===== config.mk =====
export PLATFORM = sky130hd
export DESIGN_NAME = erase_suspend_seq
export DESIGN_NICKNAME = d
export VERILOG_FILES = /design/src/rtl/ess_pkg.sv /design/src/rtl/ess_status_eval.sv /design/src/rtl/ess_poll_timer.sv /design/src/rtl/ess_bus_drive.sv /design/src/rtl/erase_suspend_seq.sv
export SDC_FILE = /design/constraint.sdc
export NUM_CORES = 1
export LEC_CHECK = 0
export CORE_ASPECT_RATIO = 1.4
export CORE_UTILIZATION = 45
export DETAILED_ROUTE_END_ITERATION = 7
export PLACE_DENSITY = 0.81
export SLEW_MARGIN = 20
export SYNTH_ARGS = -nofsm -noshare
export SYNTH_HDL_FRONTEND = slang
export SYNTH_SLANG_ARGS = --single-unit

===== constraint.sdc =====
create_clock -name clk -period 2.2 [get_ports clk]
set_input_delay 0.55 -clock clk [delete_from_list [all_inputs] [get_ports clk]]
set_output_delay 0.55 -clock clk [all_outputs]
set_load 0.03 [all_outputs]

===== src/rtl/ess_pkg.sv =====
// Shared types and command codes for the erase suspend sequencer.
// Assumes: one bus cycle per state; command bytes repeat on each active lane.
package ess_pkg;

    typedef enum logic [3:0] {
        S_IDLE,
        S_WR_SUSP,
        S_POLL_LO,
        S_POLL_SMP,
        S_POLL_GAP,
        S_WR_RDARR,
        S_WIN,
        S_RD_LO,
        S_RD_SMP,
        S_WR_RES
    } ess_state_e;

    localparam logic [7:0] CMD_SUSPEND    = 8'hB0;
    localparam logic [7:0] CMD_READ_ARRAY = 8'hFF;
    localparam logic [7:0] CMD_RESUME     = 8'hD0;

    localparam int unsigned BIT_READY = 7;
    localparam int unsigned BIT_SUSP  = 6;

endpackage


===== src/rtl/ess_status_eval.sv =====
// Status decoder: folds the per-lane ready and suspended bits into one verdict.
// Assumes: lane 0 is always active; all lanes are active in word mode.
module ess_status_eval #(
    parameter int LANES = 2
) (
    input  logic [8*LANES-1:0] status,
    input  logic               word_mode,
    output logic               ready,
    output logic               suspended
);
    import ess_pkg::*;

    logic [LANES-1:0] lane_en;
    logic [LANES-1:0] lane_rdy;
    logic [LANES-1:0] lane_sus;

    // Split the status word into per-lane flags.
    for (genvar i = 0; i < LANES; i++) begin : g_lane
        assign lane_en[i]  = (i == 0) ? 1'b1 : word_mode;
        assign lane_rdy[i] = status[8*i + BIT_READY];
        assign lane_sus[i] = status[8*i + BIT_SUSP];
    end

    // Ready needs every active lane; suspended needs any active lane.
    always_comb begin
        ready     = &(lane_rdy | ~lane_en);
        suspended = |(lane_sus & lane_en);
    end

endmodule


===== src/rtl/ess_poll_timer.sv =====
// Poll bound: counts busy status reads and flags the last allowed one.
// Assumes: clear is held while the sequencer is idle.
module ess_poll_timer #(
    parameter int MAX_POLLS = 64
) (
    input  logic clk,
    input  logic rst_n,
    input  logic clear,
    input  logic tick,
    output logic expired
);
    localparam int CW = $clog2(MAX_POLLS + 1);

    logic [CW-1:0] cnt;

    // Count busy polls since the last clear.
    always_ff @(posedge clk) begin
        if (!rst_n || clear) begin
            cnt <= '0;
        end else if (tick && !expired) begin
            cnt <= cnt + 1'b1;
        end
    end

    // Flag the poll that uses up the budget.
    always_comb begin
        expired = tick && (cnt == CW'(MAX_POLLS - 1));
    end

    AST_POLL_BOUND: assert property (@(posedge clk) disable iff (!rst_n)
        cnt <= CW'(MAX_POLLS - 1));

endmodule


===== src/rtl/ess_bus_drive.sv =====
// Flash bus driver: turns the sequencer state into strobes, address and data.
// Assumes: state is registered, so the outputs change only after a clock edge.
module ess_bus_drive #(
    parameter int AW    = 20,
    parameter int LANES = 2
) (
    input  ess_pkg::ess_state_e  state,
    input  logic [AW-1:0]        blk_addr,
    input  logic [AW-1:0]        rd_addr,
    input  logic                 word_mode,
    output logic                 we_n,
    output logic                 oe_n,
    output logic [AW-1:0]        addr,
    output logic [8*LANES-1:0]   dq_out,
    output logic                 dq_oe
);
    import ess_pkg::*;

    logic [7:0] cmd;

    // Pick the strobes and the command byte for each state.
    always_comb begin
        we_n = 1'b1;
        oe_n = 1'b1;
        cmd  = 8'h00;
        addr = blk_addr;
        case (state)
            S_WR_SUSP:  begin we_n = 1'b0; cmd = CMD_SUSPEND;    end
            S_WR_RDARR: begin we_n = 1'b0; cmd = CMD_READ_ARRAY; end
            S_WR_RES:   begin we_n = 1'b0; cmd = CMD_RESUME;     end
            S_POLL_LO,
            S_POLL_SMP: oe_n = 1'b0;
            S_RD_LO,
            S_RD_SMP:   begin oe_n = 1'b0; addr = rd_addr; end
            default:    ;
        endcase
        dq_oe = !we_n;
    end

    // Repeat the command byte on every active lane.
    for (genvar i = 0; i < LANES; i++) begin : g_dq
        assign dq_out[8*i +: 8] = ((i == 0) || word_mode) ? cmd : 8'h00;
    end

    // A write strobe and an output enable must never overlap.
    always_comb begin
        AST_NO_BUS_FIGHT: assert (we_n || oe_n);
    end

endmodule


===== src/rtl/erase_suspend_seq.sv =====
// Erase suspend/resume sequencer (top level).
// Writes suspend, polls status, enters read-array mode, serves host reads and
// resumes when the erase was really suspended.
// Assumes: the host keeps rd_valid low outside the window; the flash answers
// within one output-enable cycle.
module erase_suspend_seq #(
    parameter int AW        = 20,
    parameter int LANES     = 2,
    parameter int MAX_POLLS = 64
) (
    input  logic                 clk,
    input  logic                 rst_n,
    input  logic                 word_mode,
    input  logic                 susp_req,
    input  logic [AW-1:0]        blk_addr,
    input  logic                 rd_valid,
    input  logic [AW-1:0]        rd_addr,
    output logic                 rd_ready,
    output logic [8*LANES-1:0]   rd_data,
    output logic                 rd_data_valid,
    input  logic                 resume_req,
    output logic [AW-1:0]        fl_addr,
    output logic                 fl_we_n,
    output logic                 fl_oe_n,
    output logic [8*LANES-1:0]   fl_dq_out,
    output logic                 fl_dq_oe,
    input  logic [8*LANES-1:0]   fl_dq_in,
    output logic                 busy,
    output logic                 erase_done,
    output logic                 timeout
);
    import ess_pkg::*;

    localparam int DW = 8 * LANES;

    ess_state_e     state, state_nx;
    logic [AW-1:0]  blk_q, rda_q;
    logic           mode_q, susp_q, done_q, tmo_q;
    logic [DW-1:0]  rdd_q;
    logic           rdv_q;
    logic           st_ready, st_susp, poll_expired, poll_tick;
    logic [DW-1:0]  lane_mask;

    ess_status_eval #(.LANES(LANES)) u_eval (
        .status    (fl_dq_in),
        .word_mode (mode_q),
        .ready     (st_ready),
        .suspended (st_susp)
    );

    assign poll_tick = (state == S_POLL_SMP) && !st_ready;

    ess_poll_timer #(.MAX_POLLS(MAX_POLLS)) u_timer (
        .clk     (clk),
        .rst_n   (rst_n),
        .clear   (state == S_IDLE),
        .tick    (poll_tick),
        .expired (poll_expired)
    );

    ess_bus_drive #(.AW(AW), .LANES(LANES)) u_bus (
        .state     (state),
        .blk_addr  (blk_q),
        .rd_addr   (rda_q),
        .word_mode (mode_q),
        .we_n      (fl_we_n),
        .oe_n      (fl_oe_n),
        .addr      (fl_addr),
        .dq_out    (fl_dq_out),
        .dq_oe     (fl_dq_oe)
    );

    // Keep only lane 0 of read data in byte mode.
    for (genvar i = 0; i < LANES; i++) begin : g_mask
        assign lane_mask[8*i +: 8] = ((i == 0) || mode_q) ? 8'hFF : 8'h00;
    end

    // Next-state logic of the sequence.
    always_comb begin
        state_nx = state;
        case (state)
            S_IDLE:     if (susp_req) state_nx = S_WR_SUSP;
            S_WR_SUSP:  state_nx = S_POLL_LO;
            S_POLL_LO:  state_nx = S_POLL_SMP;
            S_POLL_SMP: begin
                if (st_ready)          state_nx = S_WR_RDARR;
                else if (poll_expired) state_nx = S_IDLE;
                else                   state_nx = S_POLL_GAP;
            end
            S_POLL_GAP: state_nx = S_POLL_LO;
            S_WR_RDARR: state_nx = S_WIN;
            S_WIN: begin
                if (rd_valid)        state_nx = S_RD_LO;
                else if (resume_req) state_nx = susp_q ? S_WR_RES : S_IDLE;
            end
            S_RD_LO:    state_nx = S_RD_SMP;
            S_RD_SMP:   state_nx = S_WIN;
            S_WR_RES:   state_nx = S_IDLE;
            default:    state_nx = S_IDLE;
        endcase
    end

    // State register.
    always_ff @(posedge clk) begin
        if (!rst_n) state <= S_IDLE;
        else        state <= state_nx;
    end

    // Latch the request context and the status verdict.
    always_ff @(posedge clk) begin
        if (!rst_n) begin
            blk_q  <= '0;
            mode_q <= 1'b0;
            susp_q <= 1'b0;
            done_q <= 1'b0;
            tmo_q  <= 1'b0;
        end else if (state == S_IDLE && susp_req) begin
            blk_q  <= blk_addr;
            mode_q <= word_mode;
            susp_q <= 1'b0;
            done_q <= 1'b0;
            tmo_q  <= 1'b0;
        end else if (state == S_POLL_SMP) begin
            if (st_ready) begin
                susp_q <= st_susp;
                done_q <= !st_susp;
            end else if (poll_expired) begin
                tmo_q  <= 1'b1;
            end
        end
    end

    // Host read path: take the address, capture the flash data.
    always_ff @(posedge clk) begin
        if (!rst_n) begin
            rda_q <= '0;
            rdd_q <= '0;
            rdv_q <= 1'b0;
        end else begin
            rdv_q <= 1'b0;
            if (state == S_WIN && rd_valid) rda_q <= rd_addr;
            if (state == S_RD_SMP) begin
                rdd_q <= fl_dq_in & lane_mask;
                rdv_q <= 1'b1;
            end
        end
    end

    assign rd_ready      = (state == S_WIN);
    assign rd_data       = rdd_q;
    assign rd_data_valid = rdv_q;
    assign busy          = (state != S_IDLE);
    assign erase_done    = done_q;
    assign timeout       = tmo_q;

    AST_SUSP_FIRST: assert property (@(posedge clk) disable iff (!rst_n)
        $rose(busy) |-> !fl_we_n && fl_dq_out[7:0] == CMD_SUSPEND);
    AST_DONE_NOT_TMO: assert property (@(posedge clk) disable iff (!rst_n)
        !(erase_done && timeout));
    AST_NO_WIN_AFTER_TMO: assert property (@(posedge clk) disable iff (!rst_n)
        timeout |-> !rd_ready && fl_we_n);
    AST_RDV_PULSE: assert property (@(posedge clk) disable iff (!rst_n)
        rd_data_valid |=> !rd_data_valid);
    AST_NO_RESUME_WHEN_DONE: assert property (@(posedge clk) disable iff (!rst_n)
        (erase_done && !fl_we_n) |-> fl_dq_out[7:0] != CMD_RESUME);

endmodule


### Yosys cells after proc, flatten, opt, wreduce, memory -nomap -nowiden

Index checks and enable logic that the tools add are counted.

| cells by class | value |
|---|---|
| muxes and demuxes | 14 |
| $add $sub $neg | 1 |
| bitwise gates (word level) | 6 |
| reductions and logical operators | 23 |
| equal/unequal tests | 12 |

Operator list:

| cell | count |
|---|---|
| 4-bit case mux with 7 select lines | 1 |
| 8-bit case mux with 3 select lines | 1 |
| 20-bit two-way mux | 1 |
| 16-bit bitwise AND | 1 |
| 4-bit by 3-bit == test with 1-bit output, second input constant | 4 |
| 4-bit two-way mux | 4 |
| 8-bit two-way mux | 2 |
| 2-bit OR reduction | 5 |
| 4-bit by 2-bit == test with 1-bit output, second input constant | 2 |
| 4-bit == test, second input constant | 2 |
| 7-bit by 1-bit adder with 7-bit output, second input constant | 1 |
| 7-bit by 6-bit == test with 1-bit output, second input constant | 1 |
| 3-bit two-way mux | 2 |
| 3-bit AND reduction | 2 |
| 1-bit logical AND | 5 |
| 4-bit by 1-bit == test with 1-bit output, second input constant | 1 |
| 1-bit zero test | 4 |
| 4-bit zero test | 1 |
| 2-bit AND reduction | 2 |
| 4-bit nonzero test | 1 |
| 4-bit OR reduction | 1 |
| 1-bit two-way mux | 3 |
| 3-bit by 2-bit inequality test with 1-bit output, second input constant | 1 |
| 3-bit OR reduction | 1 |
| 6 further kinds | 7 |

| storage, ports and cells | value |
|---|---|
| output and inout bits | 60 |
| bits of input ports | 62 |
| register bits | 72 |

### Logic depth before layout (Yosys ltp)

Gate-level depths: netlist (run 1).

| logic depth | value |
|---|---|
| word-level depth | 9 |
| depth in mapped cells | 8 |

### Cells and area by module

From an unflattened synthesis (run 1), not the netlist that was laid out.

| unflattened totals | value |
|---|---|
| cell total of the unflattened synthesis | 505 |
| area, all modules | 4,080.2 sq um |

Modules (own cells, without submodules):

| module | area each (sq um) | times used | cells an instance |
|---|---|---|---|
| erase_suspend_seq | 2,646.3 | 1 | 309 |
| ess_bus_drive | 1,059.8 | 1 | 152 |
| ess_poll_timer | 355.3 | 1 | 41 |
| ess_status_eval | 18.8 | 1 | 3 |

### Least setup slack after synthesis (run 1)

Ideal clock, no wire load.

| path | value |
|---|---|
| path kind | reg-to-output |
| start | register state[1] |
| end | output fl_dq_out[15] |
| stages on the path, launching flop included | 6 |
| buffers on the path | 2 |
| slack | -214 ps |
| required time | 1,650 ps |
| data arrival time | 1,864 ps |
| cell sequence | dfxtp_1 -> buf_2 -> nand2b_1 -> a21oi_1 -> and2_1 -> buf_4 |

| on the way | value |
|---|---|
| longest elaborated chain between the ends | 3 |

Ends and longest elaborated chain:

| item | line | source |
|---|---|---|
| start: declaration | erase_suspend_seq.sv:36 | `ess_state_e state, state_nx;` |
| start signal: assignment | erase_suspend_seq.sv:106 | `else state <= state_nx;` |
| 4-bit == test (tied with other cells) | ess_bus_drive.sv:27 | `case (state)` |
| 8-bit case mux with 3 select lines (*) | ess_bus_drive.sv:27 |  |
| 8-bit two-way mux (*) | ess_bus_drive.sv:42 | `assign dq_out[8*i +: 8] = ((i == 0) \|\| word_mode) ? cmd : 8'h00;` |
| end: declaration | erase_suspend_seq.sv:25 | `output logic [8*LANES-1:0] fl_dq_out,` |

Mark *: on every way between the ends. The rest lies on a longest branch, timed or not.

### Worst setup path after layout (run 1)

| path | value |
|---|---|
| start | register state[1] |
| end | output fl_addr[8] |

| on the way | value |
|---|---|
| longest elaborated chain between the ends | 3 |

Ends and longest elaborated chain:

| item | line | source |
|---|---|---|
| 4-bit == test or 4-bit by 3-bit == test with 1-bit output (tied branches) | ess_bus_drive.sv:27 |  |
| 2-bit OR reduction (*) | ess_bus_drive.sv:27 |  |
| 20-bit two-way mux (*) | ess_bus_drive.sv:27 |  |
| end: declaration | erase_suspend_seq.sv:22 | `output logic [AW-1:0] fl_addr,` |

Marks and branches as above.

==> results summary, run 1 <==
The flow ran to the end, but the final reports show violations. The checks that failed: negative setup slack. The power density over the cells came out at 606 nW/µm². The first routing iteration left between 100 and 150 violations. The pin count of the biggest net entering global routing came out at between 40 and 50. In this run the worst hold path is classified as reg -> reg. In this run the cell area of the synthesized design comes to approximately 3400 µm². The die extent in x came out at ~75 µm. The number of placement rows is 36. The longest clock path from root to sink contains 2 buffers. In the layout the commonest cells are nand2_1, clkdlybuf4s50_1, dfxtp_1.

The ratio of routed vias to standard cells came out at between 5 and 6. The net count after synthesis is roughly 450. The count of buffers inserted at the top-level ports is roughly 120. The first detailed-routing pass took 5 iterations. The first global-routing pass estimated around 15 mm of wire. The synthesized area divided by synthesized cell count came out at between 8 and 9 µm².

The H-tree depth is 3. The antenna cell count came out at 0. The boundary pin count came out at 122. The tool flagged a number of max-cap violations equal to 0.

For this run, asynchronously set or reset flops after synthesis account for 0%. The DRC violation count after routing is 0. The critical path is of the reg -> out type.

The sink count of the clock tree came out at slightly above 70. The number of routed nets with antenna violations came out at 0. The combined buffer and inverter count along the critical path came out at 3.

The per-cell routed wire length is between 15 and 20 µm. The sum of negative setup slack came out at -3520 ps. The most critical setup path has its startpoint at state[1].

At the pin with the least slew margin, the transition time is slightly below 700 ps. Measured against its own limit, the worst slew margin works out to 54.9%. The total of endpoints with negative setup slack in the final report came out at 20. The initial antenna violation count came out at 0. The final hold violation count came out at 0. The peak ir drop on the vdd network is roughly 400 µV.

The warning count from the yosys run is 0. The fraction of the cycle the final worst path needs came out at 109%. The total number of nets in the final design is about 580. The number of placed instances, taps included, is just under 600. The CTS clock-pin slew for the worst setup and hold paths is 80 ps. The global route total overflow came out at 0. Leaving out fill and tap cells, the most frequent cell in the layout is nand2_1. The final critical delay including setup and external delays is 2400 ps. The final cell count without fillers came out at 620. The most used flip-flop cell after synthesis is dfxtp_1.

The overall die height came out at ~100 µm. The worst setup path is launched from a register. The total area inside the core boundary comes to 7070 µm². The worst-skew pair later-pin latency is around 350 ps. The endpoint arrival time on the critical path came out at approximately 1900 ps. The cell family contributing the most delay on the critical path is buffers and inverters. The number of clock buffers added by TritonCTS is 9.

After layout, the worst setup slack is -202 ps. The global-route usage over all layers came out at between 20% and 30%. In this design, the critical path's most frequently occurring cell is buf_6.

The number of max-slew violations in the final report came out at 0. The clock tree skew after final layout is between 10 and 15 ps. The HPWL after detailed placement is roughly 6.5 mm. Counting cells, the worst reg-to-reg path comes to 8. Among all stages on the critical path, the largest delay is contributed by dfxtp_4. The sum of routed wire length over all layers is approximately 9.5 mm.

The worst register-to-register path begins at state[1]. The maximum achievable frequency is 416 MHz. The cell depth of the worst hold path came out at 2. The total leakage power came out at approximately 2 nW. The area of the die came out at 7810 µm². The number of flops mapped to enable cells by yosys is 0.

The clock root buffer is clkbuf_8. STA classifies the critical path endpoint as a primary output. The worst hold path begins at u_timer.cnt[6]. The number of cells produced by synthesis is about 400. Of the cells placed in the final design, the portion with a size suffix greater than 1 is 24.4%. For this configuration, the core starts out at a cell density of a little under half. The stage delay of the slowest cell on the critical path is ~370 ps. The pre-CTS setup slack came out at -371 ps. Counting flops and latches in the post-synthesis netlist gives 72. The maximum net fanout on the critical path is 5.

The number of vias in the routed layout came out at about 3300. The via count of the first global-routing pass is 3218. The critical path crosses 7 cells after its start point. For the worst setup path, the data required time is between 1500 and 2000 ps. The post-synthesis cell type count came out at between 40 and 50. The clock tree from TritonCTS is yes. The proportion of synthesized chip area in sequential cells is approximately 43%.

Setup repair after global routing could not meet its margin everywhere. On the final layout, the worst hold slack is around 440 ps. The area growth from synthesis to layout came out at 51.8%.

The critical path goes through nor2b_4, nand2_2, o21ai_4, buf_6, buf_12, mux2_4, buf_6. The count of filler cells inserted in the layout is between 500 and 600. The final estimated routing congestion in global placement came out at just under 0.9.
-- final timing paths --
path,endpoint,slack [ps]
worst max-delay path,fl_addr[8],-200
worst min-delay path,u_timer.cnt[6],440
worst max register to register,rda_q[14],220
worst min register to register,u_timer.cnt[6],440
-- cells by family after synthesis --
logic type	count (synthesis)	synth area share [%]
mux	23	7.61
fa+ha+maj	1	0.373
buf+inv	42	6.64
simple gates	165	22.4
flops	72	43.0
xor+xnor	2	0.522
compound gates	86	19.5
-- metal layers --
metal	GRT usage (%)	routed length (µm)	vias to the layer above
met4	12.9	350	0
li1	-	-	1581
met2	43.9	4850	116
met3	5.52	582	28
met5	0	0	-
met1	26.8	3730	1531
-- worst reg2reg max path, cell delays in order, from the launching register on --
cell	delay (ps)
dfxtp_4	360
nor2b_4	130
buf_4	130
buf_4	130
nand3_1	180
clkinv_4	120
nand2_1	530
nand2_1	140
a21boi_1	190
-- synth_stat cells, types with 3 or more instances --
master     n  area (µm²)
nand2b_1   4        25.0
clkbuf_1  13        48.8
a21boi_1  57         428
nor2_1    12        45.0
and2_1     6        37.5
o21ai_0    4        20.0
buf_2      7        35.0
nand2_1   98         368
mux2i_1    3        30.0
a21oi_1   10        50.1
dfxtp_1   72        1440
nand3_1   31         155
inv_1      5        18.8
and3_1     3        18.8
buf_4     15         113
mux2_1    20         225
-- layout make-up --
class / instances / area, µm² / share of cell area [%]
multi-input combinational: 277 / 1820 / 35.7
clock inverter: 3 / 17.5 / 0.344
clock buffer: 12 / 155 / 3.05
sequential: 72 / 1450 / 28.4
timing repair buffer: 154 / 1510 / 29.5
tap: 95 / 119 / 2.33
inverter: 7 / 31.3 / 0.614
-- timing repair --
| item | CTS | global route |
|---|---|---|
| gates cloned | 2 | 0 |
| buffers inserted | 4 | 6 |
| pin swaps | 1 | 1 |
| resized for setup | 181 | 13 |
| hold buffers | 0 | 0 |
| endpoints found under the setup margin | 34 | 34 |
-- sequential cells by signal, summed over array words and instances (netlist names) --
register       count
u_timer.cnt        7
susp_q             1
blk_q             20
timeout            1
rd_data           16
mode_q             1
rda_q             20
state              4
rd_data_valid      1
erase_done         1
-- power by group --
group          switching, mW  total, mW  internal (mW)
Clock                  0.476      0.937          0.461
Combinational          0.381      0.769          0.388
Sequential            0.0307       1.38           1.35
Total                  0.888       3.09           2.20
-- metrics by stage --
step	area (µm²)	utilization (%)	power [mW]
after floorplan	3360	-	1.77
after global placement	4640	65.6	2.08
after detailed placement	4640	65.6	2.10
after CTS	5040	71.3	3.06
after global routing	5090	72.0	3.20
final	5090	72.0	3.09
Power figures use the tool's default switching activity.
==> inputs of run 2 (changes only) <==
- CORE_MARGIN: unset -> 8
==> results summary, run 2 (synthesis results as in run 1) <==
The class of the most critical hold timing path is reg -> reg. The number of routed nets with antenna violations came out at 0 (unchanged). In the layout the commonest cells are nand2_1, clkdlybuf4s50_1, dfxtp_1. The H-tree depth is 3 (unchanged). The first-pass GRT wire length came out at 16.9 mm (+14%). The CTS clock-pin slew for the worst setup and hold paths came out at 80 ps (about the same).

The area of the die came out at 10500 µm² (+35%). The final reports fail on negative setup slack. The area growth from synthesis to layout came out at 55.3%. The total of endpoints with negative setup slack in the final report is 22 (+10%). The antenna cell count came out at 0 (unchanged). The global-route usage over all layers is 20.6% (-4.3 points).

The first-iteration detailed-routing DRC count came to 155 (+26%). The flow ran to the end, but the final reports show violations. The final critical delay including setup and external delays came out at 2410 ps (+4.23 ps).

The worst-case headroom to the max-slew limit is 63.3% (+8.4 points). The HPWL reported at the end of detailed placement is 7.30 mm (+12%). The pre-CTS setup slack is -377 ps (-5.91 ps). The setup slack of the worst register-to-register path came out at 340 ps (+120 ps). The peak ir drop on the vdd network came out at 363 µV (-9.0%). The number of CTS-inserted buffers is 9 (unchanged). The critical path required time is 1650 ps (about the same). The root buffer cell chosen for the clock tree is clkbuf_8. By startpoint and endpoint, the worst setup path is classified as reg -> out.

The area of the core came out at 7310 µm² (+3.4%). The count of buffers inserted at the top-level ports is 121 (unchanged). The maximum achievable frequency is 416 MHz (-0.18%). The number of placement rows is 37 (+2.8%). The starting utilization of the core area was 45.9% (-1.6 points).

The per-cell routed wire length came out at 17.4 µm (+14%). Setup repair after global routing could not meet its margin everywhere. The transition at the pin with the smallest max-transition slack was 544 ps (-131 ps). The number of max-cap violations is 0 (unchanged). The total leakage power came out at 2.02 nW (+2.4%).

The global route total overflow is 0 (unchanged). In this run the most critical hold path is launched from rd_data[13]. The ratio of routed vias to standard cells is 5.22 (-0.63%). The number of hold-repair buffers added at the cts stage is 0 (unchanged). The initial antenna violation count is 0 (unchanged). The worst setup path is captured at a primary output. The final estimated routing congestion in global placement came out at 0.819 (-6.9%).

The number of iterations in the first detailed-routing pass came to 4 (-1). TritonCTS built the clock tree. The cell depth of the worst hold path was 2 (unchanged). The endpoint arrival time on the critical path came out at 1860 ps (about the same). The fraction of the cycle the final worst path needs came out at 109% (+0.19 points). The clock tree skew after final layout came out at 10.8 ps (+0.250 ps). The worst hold margin is 453 ps (+9.39 ps). The final cell count without fillers came out at 627 (+1.1%). The maximum net fanout on the critical path is 5 (unchanged). The boundary pin count came out at 122 (unchanged). The pin count of the biggest net entering global routing is 33 (-30%). The sink count of the clock tree is 72 (unchanged).

The cell depth of the worst flop-to-flop path came out at 7 (-1). The instance count after placement with tap cells included is 595 (+0.17%). The power density over the cells is 638 nW/µm² (+5.3%). The endpoint of the worst-slack reg-to-reg timing path is u_timer.cnt[2]. The overall die height came out at 118 µm (+13%). The worst-skew pair later-pin latency is 350 ps (about the same). The via count of the first global-routing pass is 3367 (+4.6%).

The power after layout was 3.32 mW (+7.7%). The final hold violation count is 0 (unchanged). The number of vias in the routed layout is 3272 (+0.49%). The total number of nets in the final design is 588 (+0.68%). In this run the critical register-to-register path is launched from state[3]. The destination of the worst hold path is rd_data[13]. The element type at the critical path start is a register.

The number of max-slew violations in the final report came to 0 (unchanged). The share of layout cells above drive strength 1 came out at 25.5% (+1.1 points). The die extent in x is 89.0 µm (+19%).

The sum of negative setup slack was -3760 ps (-246 ps). The slack of the critical path came out at -206 ps (-4.23 ps). The buffer levels on the longest clock path came out at 2 (unchanged).

Leaving out fill and tap cells, the most frequent cell in the layout is nand2_1. The DRC violation count after routing came out at 0 (unchanged). The sum of routed wire length over all layers came out at 10.9 mm (+15%).
[run 2: changes by cell type in the layout (fill, tap and decap cells not counted), sizes merged]
| cell | delta |
|---|---|
| clkinvlp | -1 |
| buf | +3 |
| inv | +1 |
| clkdlybuf4s15 | +1 |
| clkinv | -2 |
| dlygate4sd2 | +1 |
| bufinv | +2 |
[run 2: area by class of cell]
type | count | area [µm²]
inverters | 7 | 26.3
fillers | 571 | 2100
repair buffers | 158 | 1560
multi-input cells | 277 | 1840
well taps | 97 | 121
flip-flops and latches | 72 | 1450
clock inverters | 3 | 65.1
clock buffers | 13 | 149
[run 2: metal layers]
layer,GRT usage [%],vias up,wire (µm)
met3,6.24,16,679
met2,37.1,106,5910
met5,0,-,0
li1,-,1586,-
met1,21.4,1564,4120
met4,7.63,0,230
[run 2: power by group]
part	total (mW)	internal (mW)	switching [mW]
Combinational	0.788	0.395	0.393
Clock	1.16	0.670	0.488
Sequential	1.38	1.35	0.0303
Total	3.32	2.41	0.912
[run 2: metrics by stage]
| step | util (%) | area, µm² |
|---|---|---|
| after floorplan | - | 3360 |
| after global placement | 63.2 | 4620 |
| after detailed placement | 63.2 | 4620 |
| after CTS | 69.9 | 5110 |
| after global routing | 71.2 | 5210 |
| final | 71.2 | 5210 |
[run 2: worst max path at each step]
| stage | from | cells past startpoint | slack, ps | to |
|---|---|---|---|---|
| final | state[1] | 7 | -210 | fl_addr[11] |
| after detailed placement | state[1] | 6 | -380 | fl_addr[15] |
| after global placement | state[1] | 6 | -250 | fl_addr[4] |
| after CTS | state[1] | 8 | -210 | fl_addr[4] |
| after floorplan | state[1] | 5 | 10 | fl_dq_out[1] |
| after global routing | state[1] | 7 | -290 | fl_addr[14] |
[run 2: worst max-delay path, stage by stage (launching register included)]
cell	delay [ps]
dfxtp_2	350
nor2b_4	170
nand2_2	90
o21ai_4	180
buf_6	140
buf_12	130
mux2_4	310
buf_6	140
[run 2: timing repair]
item	in CTS	in global routing
resized for setup	184	23
buffers inserted	9	6
cloned	2	0
pin swaps	3	1
endpoints found under the setup margin	34	35
==> inputs of run 3 (changes only) <==
- SLEW_MARGIN: 20 -> 10
==> results of run 3 <==
The final DEF is identical to that of run 2; final timing and power are the same.
